`src/rtl/tds_pkg.sv`:
```
package tds_pkg;
   localparam int unsigned NIB_W = 4;
   typedef logic [NIB_W-1:0] nib_t;
endpackage

```
`src/rtl/tds_sync_edge.sv`:
```
module tds_sync_edge #(
   parameter int unsigned STAGES = 2
) (
   input  logic clk,
   input  logic rst_n,
   input  logic async_i,
   output logic rise_o
);
   if (STAGES < 2) begin : g_bad_stages
      $error("tds_sync_edge: STAGES must be at least 2");
   end

   logic [STAGES-1:0] shift_q;
   logic              last_q;

   always_ff @(posedge clk or negedge rst_n) begin
      if (!rst_n) begin
         shift_q <= '0;
         last_q  <= 1'b0;
      end else begin
         shift_q <= {shift_q[STAGES-2:0], async_i};
         last_q  <= shift_q[STAGES-1];
      end
   end

   assign rise_o = shift_q[STAGES-1] & ~last_q;

   // a detected edge is a single-cycle pulse
   p_rise_single_r6: assert property (@(posedge clk) disable iff (!rst_n)
      rise_o |=> !rise_o);
endmodule

```
`src/rtl/tds_counter.sv`:
```
module tds_counter
   import tds_pkg::*;
#(
   parameter int unsigned CNT_W = 12,
   localparam int unsigned NIBS = CNT_W / NIB_W
) (
   input  logic             clk,
   input  logic             rst_n,
   input  logic             load_i,
   input  logic             stop_i,
   input  logic [NIBS-1:0]  nib_we_i,
   input  nib_t             nib_d_i,
   output logic [CNT_W-1:0] count_o,
   output logic             running_o,
   output logic             wrap_o
);
   localparam logic [CNT_W-1:0] CNT_MAX = '1;

   if ((CNT_W % NIB_W) != 0 || CNT_W < NIB_W) begin : g_bad_width
      $error("tds_counter: CNT_W must be a positive multiple of the nibble width");
   end

   logic [CNT_W-1:0] latch_q;
   logic [CNT_W-1:0] cnt_q;
   logic             run_q;

   for (genvar g = 0; g < NIBS; g++) begin : g_latch
      always_ff @(posedge clk or negedge rst_n) begin
         if (!rst_n)           latch_q[g*NIB_W +: NIB_W] <= '0;
         else if (nib_we_i[g]) latch_q[g*NIB_W +: NIB_W] <= nib_d_i;
      end
   end

   assign wrap_o = run_q && !load_i && !stop_i && (cnt_q == CNT_MAX);

   always_ff @(posedge clk or negedge rst_n) begin
      if (!rst_n) begin
         cnt_q <= '0;
         run_q <= 1'b0;
      end else if (load_i) begin
         cnt_q <= latch_q;
         run_q <= 1'b1;
      end else if (stop_i) begin
         run_q <= 1'b0;
      end else if (run_q) begin
         cnt_q <= cnt_q + 1'b1;
         if (cnt_q == CNT_MAX) run_q <= 1'b0;
      end
   end

   assign count_o   = cnt_q;
   assign running_o = run_q;

   // a start loads the latch and runs
   p_load_r4: assert property (@(posedge clk) disable iff (!rst_n)
      load_i |=> (cnt_q == $past(latch_q)) && run_q);
   // one step per clock while running
   p_step_r4: assert property (@(posedge clk) disable iff (!rst_n)
      (run_q && !load_i && !stop_i && cnt_q != CNT_MAX)
      |=> cnt_q == CNT_W'($past(cnt_q) + 1'b1));
   // wrap lands on zero and stops
   p_wrap_stop_r5: assert property (@(posedge clk) disable iff (!rst_n)
      wrap_o |=> (cnt_q == '0) && !run_q);
   // latch writes never move an idle count
   p_idle_hold_r3: assert property (@(posedge clk) disable iff (!rst_n)
      (!run_q && !load_i) |=> $stable(cnt_q));
endmodule

```
`src/rtl/touch_duty_ctr.sv`:
```
module touch_duty_ctr
   import tds_pkg::*;
#(
   parameter int unsigned ADDR_W      = 12,
   parameter int unsigned CNT_W       = 12,
   parameter int unsigned SYNC_STAGES = 2,
   parameter logic [ADDR_W-1:0] CTRL_ADDR  = 'h01E,
   parameter logic [ADDR_W-1:0] FLAG_ADDR  = 'h01F,
   parameter logic [ADDR_W-1:0] START_ADDR = 'h212,
   parameter logic [ADDR_W-1:0] CNT_BASE   = 'h213,
   parameter int unsigned OVF_BIT = 3,
   parameter int unsigned OCP_BIT = 2
) (
   input  logic              clk,
   input  logic              rst_n,
   input  logic [ADDR_W-1:0] bus_addr_i,
   input  logic              bus_we_i,
   input  logic [3:0]        bus_wdata_i,
   output logic [3:0]        bus_rdata_o,
   input  logic              ocharge_i,
   output logic              irq_o
);
   localparam int unsigned NIBS = CNT_W / NIB_W;

   if (OVF_BIT == OCP_BIT || OVF_BIT >= NIB_W || OCP_BIT >= NIB_W) begin : g_bad_bits
      $error("touch_duty_ctr: flag bit positions must be distinct and inside a nibble");
   end

   logic             start_wr, ctrl_wr, flag_wr;
   logic [NIBS-1:0]  nib_we;
   logic [CNT_W-1:0] count;
   logic             running, wrap, oc_rise;
   logic             ie_ovf_q, ie_ocp_q;
   logic             fl_ovf_q, fl_ocp_q;

   assign start_wr = bus_we_i && (bus_addr_i == START_ADDR);
   assign ctrl_wr  = bus_we_i && (bus_addr_i == CTRL_ADDR);
   assign flag_wr  = bus_we_i && (bus_addr_i == FLAG_ADDR);

   for (genvar g = 0; g < NIBS; g++) begin : g_nib_dec
      assign nib_we[g] = bus_we_i && (bus_addr_i == CNT_BASE + ADDR_W'(g));
   end

   tds_sync_edge #(.STAGES(SYNC_STAGES)) u_sync (
      .clk     (clk),
      .rst_n   (rst_n),
      .async_i (ocharge_i),
      .rise_o  (oc_rise)
   );

   tds_counter #(.CNT_W(CNT_W)) u_cnt (
      .clk       (clk),
      .rst_n     (rst_n),
      .load_i    (start_wr),
      .stop_i    (oc_rise),
      .nib_we_i  (nib_we),
      .nib_d_i   (nib_t'(bus_wdata_i)),
      .count_o   (count),
      .running_o (running),
      .wrap_o    (wrap)
   );

   always_ff @(posedge clk or negedge rst_n) begin
      if (!rst_n) begin
         ie_ovf_q <= 1'b0;
         ie_ocp_q <= 1'b0;
      end else if (ctrl_wr) begin
         ie_ovf_q <= bus_wdata_i[OVF_BIT];
         ie_ocp_q <= bus_wdata_i[OCP_BIT];
      end
   end

   always_ff @(posedge clk or negedge rst_n) begin
      if (!rst_n) begin
         fl_ovf_q <= 1'b0;
         fl_ocp_q <= 1'b0;
      end else begin
         if (wrap)          fl_ovf_q <= 1'b1;
         else if (start_wr) fl_ovf_q <= 1'b0;
         else if (flag_wr)  fl_ovf_q <= fl_ovf_q & bus_wdata_i[OVF_BIT];

         if (oc_rise)       fl_ocp_q <= 1'b1;
         else if (start_wr) fl_ocp_q <= 1'b0;
         else if (flag_wr)  fl_ocp_q <= fl_ocp_q & bus_wdata_i[OCP_BIT];
      end
   end

   assign irq_o = (fl_ovf_q & ie_ovf_q) | (fl_ocp_q & ie_ocp_q);

   always_comb begin
      bus_rdata_o = '0;
      if (bus_addr_i == CTRL_ADDR) begin
         bus_rdata_o[OVF_BIT] = ie_ovf_q;
         bus_rdata_o[OCP_BIT] = ie_ocp_q;
      end else if (bus_addr_i == FLAG_ADDR) begin
         bus_rdata_o[OVF_BIT] = fl_ovf_q;
         bus_rdata_o[OCP_BIT] = fl_ocp_q;
      end
      for (int g = 0; g < int'(NIBS); g++) begin
         if (bus_addr_i == CNT_BASE + ADDR_W'(g))
            bus_rdata_o = count[g*NIB_W +: NIB_W];
      end
   end

   // a wrap raises the overflow flag
   p_ovf_set_r5: assert property (@(posedge clk) disable iff (!rst_n)
      wrap |=> fl_ovf_q);
   // an overcharge edge raises its flag and halts the count
   p_ocp_set_r6: assert property (@(posedge clk) disable iff (!rst_n)
      (oc_rise && !start_wr) |=> fl_ocp_q && !running);
   // a start clears both flags when no event coincides
   p_start_clr_r7: assert property (@(posedge clk) disable iff (!rst_n)
      (start_wr && !wrap && !oc_rise) |=> !fl_ovf_q && !fl_ocp_q);
   // without a set, start or flag write the overflow flag holds
   p_flag_hold_r8: assert property (@(posedge clk) disable iff (!rst_n)
      (!wrap && !start_wr && !flag_wr) |=> $stable(fl_ovf_q));
   // no request while both enables are off
   p_irq_gate_r10: assert property (@(posedge clk) disable iff (!rst_n)
      (!ie_ovf_q && !ie_ocp_q) |-> !irq_o);
endmodule

```
`config.mk`:
```
export PLATFORM = sky130hd
export DESIGN_NAME = touch_duty_ctr
export DESIGN_NICKNAME = d
export VERILOG_FILES = /design/src/rtl/tds_pkg.sv /design/src/rtl/tds_sync_edge.sv /design/src/rtl/tds_counter.sv /design/src/rtl/touch_duty_ctr.sv
export SDC_FILE = /design/constraint.sdc
export NUM_CORES = 1
export LEC_CHECK = 0
export CAP_MARGIN = 20
export CORE_ASPECT_RATIO = 1.2
export CORE_UTILIZATION = 54
export CTS_CLUSTER_SIZE = 24
export DETAILED_ROUTE_END_ITERATION = 8
export PLACE_DENSITY = 0.77
export SLEW_MARGIN = 0
export SYNTH_ARGS = -nofsm -noshare
export SYNTH_HDL_FRONTEND = slang
export SYNTH_SLANG_ARGS = --single-unit
```
`constraint.sdc`:
```
create_clock -name clk -period 1.7 [get_ports clk]
set_input_delay 0.255 -clock clk [delete_from_list [all_inputs] [get_ports clk]]
set_output_delay 0.255 -clock clk [all_outputs]
set_load 0.005 [all_outputs]
```
* Word-level counts from Yosys, hierarchy flattened
Cells that the tools add are included.
** Storage, ports and cells
- Word-level logic and storage cells :: 60
- Input port bits :: 20
- Register bits after elaboration :: 32
** Cells by class
- Add/sub/neg operators :: 1
- Multiplexer cells :: 18
- Bitwise operators :: 7
- Equal/unequal tests :: 8
- Reductions and logical operators :: 15
** Operators by type and width (number)
- 12-bit by 10-bit equality test with 1-bit output (second input constant) :: 4
- 12-bit two-way mux :: 3
- 12-bit by 5-bit equality test with 1-bit output (second input constant) :: 2
- 12-bit by 1-bit adder with 12-bit output (second input constant) :: 1
- 12-bit equality test (second input constant) :: 1
- 4-bit two-way mux :: 3
- 1-bit two-way mux :: 10
- 1-bit logical AND :: 9
- 3-bit nonzero test :: 2
- 1-bit bitwise AND :: 5
- 2-bit two-way mux :: 2
- 1-bit logical NOT :: 2
- 2-bit by 1-bit != test with 1-bit output (second input constant) :: 1
- 2-bit AND reduction :: 1
- 2-bit nonzero test :: 1
- 1-bit NOT :: 1
- 1-bit bitwise OR :: 1

* Logic depth before layout (Yosys ltp)
Gate-level depths: netlist of the first run.
- Depth after elaboration :: 7
- Mapped depth :: 6

* By module
Synthesis of the first run repeated with hierarchy kept, for this count alone.
** Second synthesis, totals
- Cells, all modules :: 149
- Area, all modules :: 1679.1 µm²
** By module, submodules not included
- tds_counter :: area each 1163.6 µm², cells an instance 100, instances 1
- touch_duty_ctr :: area each 426.7 µm², cells an instance 45, instances 1
- tds_sync_edge :: area each 88.8 µm², cells an instance 4, instances 1

* Worst setup path before layout of the first run
OpenSTA, ideal clock, no wires.
- Path type :: input-to-reg
- From :: input bus_addr_i[5]
- To :: register u_cnt.latch_q[0]
- Stages on the path :: 5
- Setup slack :: 0.090 ns
- Arrival time :: 1.483 ns
- Cells stage by stage :: nor3b_1 -> nand2_2 -> or2_4 -> nor3_4 -> mux2_1
** Between the ends
- Word-level cells in the longest chain between the ends :: 2
** Ends and longest elaborated chain
- from (decl) :: RTL line touch_duty_ctr.sv:16 : input logic [ADDR_W-1:0] bus_addr_i,
- 12-bit by 10-bit equality test with 1-bit output :: RTL line touch_duty_ctr.sv:41 : assign nib_we[g] = bus_we_i && (bus_addr_i == CNT_BASE + ADDR_W'(g));
- 1-bit logical AND :: RTL line touch_duty_ctr.sv:41
- to (signal, indexed assignment) :: RTL line tds_counter.sv:30 : else if (nib_we_i[g]) latch_q[g*NIB_W +: NIB_W] <= nib_d_i;
- to (decl) :: RTL line tds_counter.sv:23 : logic [CNT_W-1:0] latch_q;
Every way passes these cells.
A chain may end at the register's enable or synchronous reset.

* Final worst setup path of the first run
- From :: input bus_addr_i[11]
- To :: register u_cnt.latch_q[1]
The elaborated chain is that of the path after synthesis.

==> impl_summary.txt, run 1 <==
----------------------------------------------------
[Status]
  Status ... completed

[Placement]
  Sum of net half-perimeters after detailed placement ... 3.104 mm
  Port Buffers ... 24
  Placed instance count ... 242
  Routability Congestion ... 0.8762
  Placement Cell Area ... 2165 um2

[GRT]
  Largest net degree at the start of global routing ... 33
  Aggregate global routing overflow ... 0
  Wire length of the first global-routing pass ... 7.038 mm
  Global-route total usage across every layer ... 0.2897
  Number of global-route vias before repair ... 1545
  Antenna violations before repair ... 0

[Die]
  Vertical die dimension ... 64.79 um
  Core region area ... 3083 um2
  Width of the chip ... 54.33 um
  Initial core utilization ... 0.5755
  Count of pins on the block boundary ... 25
  Area enclosed by the die boundary ... 3520 um2
  Row count ... 22

[Power and ir drop]
  Peak supply drop ... 0.0005586 V
  Pwr dens ... 584.2 nW/um2
  Leakage component of the power ... 1.074 nW
  Total power of the final layout ... 1.373 mW

[Clock network]
  Insertion delay to the later sink of the worst-skew pair ... 0.33 ns
  Clock sink count ... 32
  Deepest clock path buffer count ... 2
  Cts bufs inserted ... 5
  Clock slew at the register clock pins of the worst setup and hold paths ... 0.10 ns
  CTS Hold Buffers Added ... 0
  H-tree depth reported by CTS ... 2
  Root buffer cell ... sky130_fd_sc_hd__clkbuf_4
  CTS tree ... yes

[Cells and area]
  Number of antenna diodes ... 0
  Post-route cell area ... 2351 um2
  Ratio of cells with drive above 1 in the final layout ... 0.4286
  Number of nets in the layout ... 244
  Final cell count without fillers ... 260
  Layout area overhead ... 32.51%

[Synthesis]
  Synthesized Nets ... 189
  Number of flops mapped to enable cells by yosys ... 0
  Fraction of registers with async set or reset after synthesis ... 1.000
  Dominant register cell in the synthesized netlist ... sky130_fd_sc_hd__dfrtp_1
  Portion of the post-synthesis area used by sequential elements ... 0.4513
  Mapped Area ... 1774 um2
  Count of unique library cells instantiated by Yosys ... 42
  Synth Instances ... 168
  Synth Warn # ... 0
  Yosys reg bits ... 32
  Synthesized area per cell ... 10.56 um2

[Routing]
  Residual DRC count ... 0
  Average wire per standard cell ... 17.37 um
  Via total after detailed routing ... 1512
  Detailed Routing Iterations Pass 1 ... 4
  Total Routed Length ... 4.516 mm
  Count of antenna-violating nets left after detailed routing ... 0
  Via-to-Cell Ratio ... 5.815
  Detailed router's first-iteration violation count ... 44

[Worst hold path]
  Path type of the worst min-delay path ... in2async

[Worst setup path]
  Startpoint Class ... primary input
  CP Data Arrival Time ... 1.84 ns
  Kind of end point of the critical path ... register
  Required time worst endpoint ... 1.91 ns
  Setup CP Type ... in2reg
  Largest driver fanout on the critical path ... 4

[Timing]
  Fin. Hold Viols ... 0
  Finish-stage setup viols ... 0
  Max-slew violation count ... 0
  Final clock skew ... 0.01359 ns
  Maximum clock rate ... 611.6 MHz
  Worst hold slack across all endpoints ... 0.3148 ns
  Setup tns final ... 0 ns
  Relative slew slack ... 0.7320
  Time the worst path needs with I/O delays and setup ... 1.635 ns
  Crit share post-route ... 0.9617
  Slew at the pin closest to its max-slew limit ... 0.4020 ns

[Run]
  Reported max-cap violation count ... 0

----------------------------------------------------
==> cell families after synthesis <==
| family | share of synthesized area |
|---|---|
| AOI/OAI and AO/OA | 0.1128 |
| xor gates and xnor gates | 0.05430 |
| adders and majority gates | 0.007051 |
| buffers and inverters | 0.02327 |
| DFF | 0.4513 |
| muxes | 0.09450 |
| and+or+nand+nor | 0.2567 |
==> critical path, cell delays in order <==
cell                            delay, ns
sky130_fd_sc_hd__dlygate4sd2_1       0.25
sky130_fd_sc_hd__nor4_4              0.24
sky130_fd_sc_hd__nand2_2             0.08
sky130_fd_sc_hd__or2_4               0.26
sky130_fd_sc_hd__buf_6               0.13
sky130_fd_sc_hd__nor3_4              0.16
sky130_fd_sc_hd__buf_6               0.16
sky130_fd_sc_hd__mux2_4              0.30
==> layout make-up <==
class                      count  area [um2]
clock buffer                   8       58.81
inverter                       3       11.26
timing repair buffer          50       397.9
sequential                    32       802.0
fill                         226       732.0
tap                           36       45.04
multi-input combinational    131        1036
==> synth_stat cells, drive strengths merged (3+ instances only) <==
master / n / area [um2]
dfrtp: 32 / 800.8
nor3: 6 / 41.29
xor2: 4 / 35.03
nand4: 4 / 25.02
nand2: 8 / 32.54
nand3: 7 / 35.03
mux2: 14 / 157.7
nor3b: 3 / 22.52
nor2: 28 / 137.6
a22o: 3 / 26.28
nand2b: 4 / 32.53
a21oi: 17 / 115.1
inv: 3 / 11.26
xnor2: 7 / 61.31
o21ai: 3 / 15.01
==> power breakdown <==
part	total [mW]	leakage (nW)	internal, mW	switching, mW
Combinational	0.155	0.614	0.0752	0.0796
Sequential	0.775	0.428	0.769	0.00622
Clock	0.443	0.0326	0.204	0.239
Total	1.37	1.07	1.05	0.325
==> metrics by stage <==
step           utilization  setup slack [ns]
2_1_floorplan            -           0.08981
3_3_place_gp        0.7021           -0.6075
3_5_place_dp        0.7021           -0.6378
4_1_cts             0.7569         -0.005864
5_1_grt             0.7626         -0.002291
6_report            0.7626           0.06504
==> registers in the layout (all words and copies together) (netlist names) <==
| signal | cells |
|---|---|
| u_sync.shift_q | 2 |
| u_cnt.count_o | 12 |
| fl_ocp_q | 1 |
| ie_ovf_q | 1 |
| u_cnt.running_o | 1 |
| fl_ovf_q | 1 |
| u_sync.last_q | 1 |
| u_cnt.latch_q | 12 |
| ie_ocp_q | 1 |
==> timing repair <==
action,in CTS,in global routing
pin swaps,11,13
endpoints found under the setup margin,30,9
buffers inserted,6,2
endpoints found under the hold margin,0,0
gates cloned,2,0
resized for setup,47,18
==> per-layer routing <==
layer	track usage	share of wire
met4	0.1410	0.029
met2	0.4909	0.51
met3	0.06338	0.046
met5	0	0
met1	0.3307	0.41
==> cell usage in the layout (no fill, tap or decap), types with 5 or more instances in the layout <==
master / n
sky130_fd_sc_hd__dlygate4sd2_1: 6
sky130_fd_sc_hd__xnor2_1: 7
sky130_fd_sc_hd__clkdlybuf4s50_1: 7
sky130_fd_sc_hd__nor2_2: 13
sky130_fd_sc_hd__a21oi_2: 10
sky130_fd_sc_hd__a21oi_1: 7
sky130_fd_sc_hd__nand3_1: 7
sky130_fd_sc_hd__mux2_2: 8
sky130_fd_sc_hd__clkbuf_4: 5
sky130_fd_sc_hd__dfrtp_1: 31
sky130_fd_sc_hd__nor2_1: 13
sky130_fd_sc_hd__buf_4: 24
sky130_fd_sc_hd__nand2_1: 6
==> path summary, 6_finish.rpt <==
check / endpoint / depth (start not counted) / start / slack (ns)
max in group asynchronous: u_cnt.count_o[10] / 2 / rst_n / 1.07
setup reg to reg: u_cnt.count_o[10] / 6 / u_cnt.count_o[2] / 0.15
setup / recovery: u_cnt.latch_q[1] / 8 / bus_addr_i[11] / 0.07
min in group clk: u_sync.shift_q[1] / 0 / u_sync.shift_q[0] / 0.36
hold / removal: fl_ocp_q / 2 / rst_n / 0.31
hold reg to reg: u_sync.shift_q[1] / 0 / u_sync.shift_q[0] / 0.36
No activity file was read; power rests on OpenSTA's default activity.
==> run 2, diff against run 1 <==
- CORE_MARGIN: default -> 2
- PLACE_DENSITY: 0.77 -> default
- PLACE_DENSITY_LB_ADDON: default -> 0.08
==> run 2 against run 1 <==
Against the previous run:
- largest power group unchanged
- non-clock buffer count rose by 9
- global-route usage down 1.6 points
- setup slack got worse by 0.051 ns
- critical endpoint is now u_cnt.count_o[0]
- clock power shrank 13%
- power shrank 3.7%
==> impl_summary.txt, run 2 (same netlist as run 1, synthesis figures left out) <==
----------------------------------------------------
[Status]
  Status ... completed

[Placement]
  Placed instance count ... 246
  Sum of net half-perimeters after detailed placement ... 3.130 mm
  Routability Congestion ... 0.9238
  Port Buffers ... 24
  Setup Slack @ Placement ... -0.6776 ns

[Clock network]
  H-tree depth reported by CTS ... 2
  Clock sink count ... 32
  Cts bufs inserted ... 5
  Root buffer cell ... sky130_fd_sc_hd__clkbuf_4
  Deepest clock path buffer count ... 2
  CTS tree ... yes
  Clock slew at the register clock pins of the worst setup and hold paths ... 0.10 ns
  Insertion delay to the later sink of the worst-skew pair ... 0.33 ns
  CTS Hold Buffers Added ... 0

[Routing]
  Average wire per standard cell ... 18.83 um
  Detailed Routing Iterations Pass 1 ... 4
  Count of antenna-violating nets left after detailed routing ... 0
  Via-to-Cell Ratio ... 6.030
  Total Routed Length ... 5.008 mm
  Detailed router's first-iteration violation count ... 77
  Via total after detailed routing ... 1604
  Residual DRC count ... 0

[Power and ir drop]
  Peak supply drop ... 0.0005778 V
  Pwr dens ... 536.8 nW/um2
  Leakage component of the power ... 1.138 nW

[Worst setup path]
  Largest driver fanout on the critical path ... 10
  Required time worst endpoint ... 1.93 ns
  Peak per-stage delay on the critical path ... 0.60 ns
  Startpoint Class ... primary input
  Cell-by-cell trace of the critical path ... dlygate4sd2_1 > nor3b_4 > nand2_2 > buf_6 > or4_4 > clkbuf_16 > nor2_2 > a21oi_2
  Cell with the biggest individual delay on the critical path ... sky130_fd_sc_hd__or4_4
  Kind of end point of the critical path ... register
  CP Data Arrival Time ... 1.91 ns
  Setup CP Type ... in2reg

[Worst hold path]
  Path type of the worst min-delay path ... in2async

[Cells and area]
  Number of antenna diodes ... 0
  Most common cell after layout, fill and taps aside ... sky130_fd_sc_hd__dfrtp_1
  Final cell count without fillers ... 266
  Number of nets in the layout ... 251
  Layout area overhead ... 38.86%
  Ratio of cells with drive above 1 in the final layout ... 0.4565
  Commonest non-fill, non-tap cells in the layout ... sky130_fd_sc_hd__dfrtp_1, sky130_fd_sc_hd__buf_4, sky130_fd_sc_hd__nor2_2, sky130_fd_sc_hd__nor2_1, sky130_fd_sc_hd__a21oi_2

[Timing]
  RSZ-0062 raised after global routing ... yes
  Finish-stage setup viols ... 0
  Maximum clock rate ... 593.3 MHz
  Final WS setup ... 0.01444 ns
  Time the worst path needs with I/O delays and setup ... 1.686 ns
  Relative slew slack ... 0.7269
  Crit share post-route ... 0.9915
  Final clock skew ... 0.01431 ns
  Max-slew violation count ... 0
  Fin. Hold Viols ... 0
  Slew at the pin closest to its max-slew limit ... 0.4097 ns

[GRT]
  Aggregate global routing overflow ... 0
  Number of global-route vias before repair ... 1650
  Antenna violations before repair ... 0
  Wire length of the first global-routing pass ... 7.665 mm
  Global-route total usage across every layer ... 0.2741
  Largest net degree at the start of global routing ... 33

[Die]
  Area enclosed by the die boundary ... 3762 um2
  Vertical die dimension ... 66.79 um
  Initial core utilization ... 0.5704
  Count of pins on the block boundary ... 25
  Row count ... 22
  Core region area ... 3110 um2
  Width of the chip ... 56.33 um

[Run]
  Reported max-cap violation count ... 0

----------------------------------------------------
## run 2: cell types whose count changed in the layout (fill, tap and decap cells not counted), moves of 2 or more
cell,previous run,this run
sky130_fd_sc_hd__buf_4,24,29
sky130_fd_sc_hd__nor2_1,13,10
sky130_fd_sc_hd__nor2_4,2,5
sky130_fd_sc_hd__clkbuf_16,0,2
sky130_fd_sc_hd__clkdlybuf4s15_2,0,2
sky130_fd_sc_hd__dlygate4sd2_1,6,4
sky130_fd_sc_hd__or4_4,3,1
## run 2: through the flow
| step | power, mW | area (um2) | hold slack, ns | TNS (ns) | util |
|---|---|---|---|---|---|
| floorplan | 0.8315 | 1774 | -0.04059 | 0 | - |
| global placement | 0.9326 | 2207 | 0.3341 | -15.40 | 0.7096 |
| detailed placement | 0.9365 | 2207 | 0.3358 | -16.30 | 0.7096 |
| CTS | 1.329 | 2350 | 0.3079 | 0 | 0.7554 |
| global route | 1.367 | 2464 | 0.3408 | -0.01690 | 0.7920 |
| finish | 1.322 | 2464 | 0.3057 | 0 | 0.7920 |
## run 2: area by class of cell
type                       count  area (um2)
clock buffer                   6       41.29
clock inverter                 1       5.005
fill                         194       646.9
inverter                       3       11.26
multi-input combinational    129        1033
sequential                    32       800.8
tap                           36       45.04
timing repair buffer          59       526.8
## run 2: final timing paths
check                             startpoint                end  slack (ns)  cells after the start
min in group clk           u_sync.shift_q[0]  u_sync.shift_q[1]        0.33                      0
max                            bus_addr_i[7]   u_cnt.count_o[0]        0.01                      8
min                                    rst_n  u_sync.shift_q[1]        0.31                      2
max reg2reg                 u_cnt.count_o[3]  u_cnt.count_o[10]        0.09                      6
max in group asynchronous              rst_n  u_cnt.count_o[11]        1.08                      2
min reg2reg                u_sync.shift_q[0]  u_sync.shift_q[1]        0.33                      0
## run 2: worst max-delay path: cells and delay by family
family	cells	cell delay, ns
buffers and inverters	3	0.61
AO/OA/AOI/OAI	1	0.04
AND/OR/NAND/NOR	4	1.01
## run 2: power by group
group / switching (mW) / internal [mW]
Clock: 0.232 / 0.152
Sequential: 0.00674 / 0.769
Combinational: 0.0825 / 0.0799
## run 2: routing by layer
layer	vias up	wire, um	GRT usage
met5	-	0	0
met4	0	189	0.1369
met3	21	288	0.05825
met2	72	2627	0.5029
met1	784	1902	0.2981
li1	727	-	-
## run 2: repair_timing
item / CTS / global route
buffers inserted: 7 / 4
cloned: 0 / 2
gates resized for setup: 48 / 21
endpoints found under the hold margin: 0 / 0
pin swaps: 15 / 12
endpoints found under the setup margin: 26 / 19
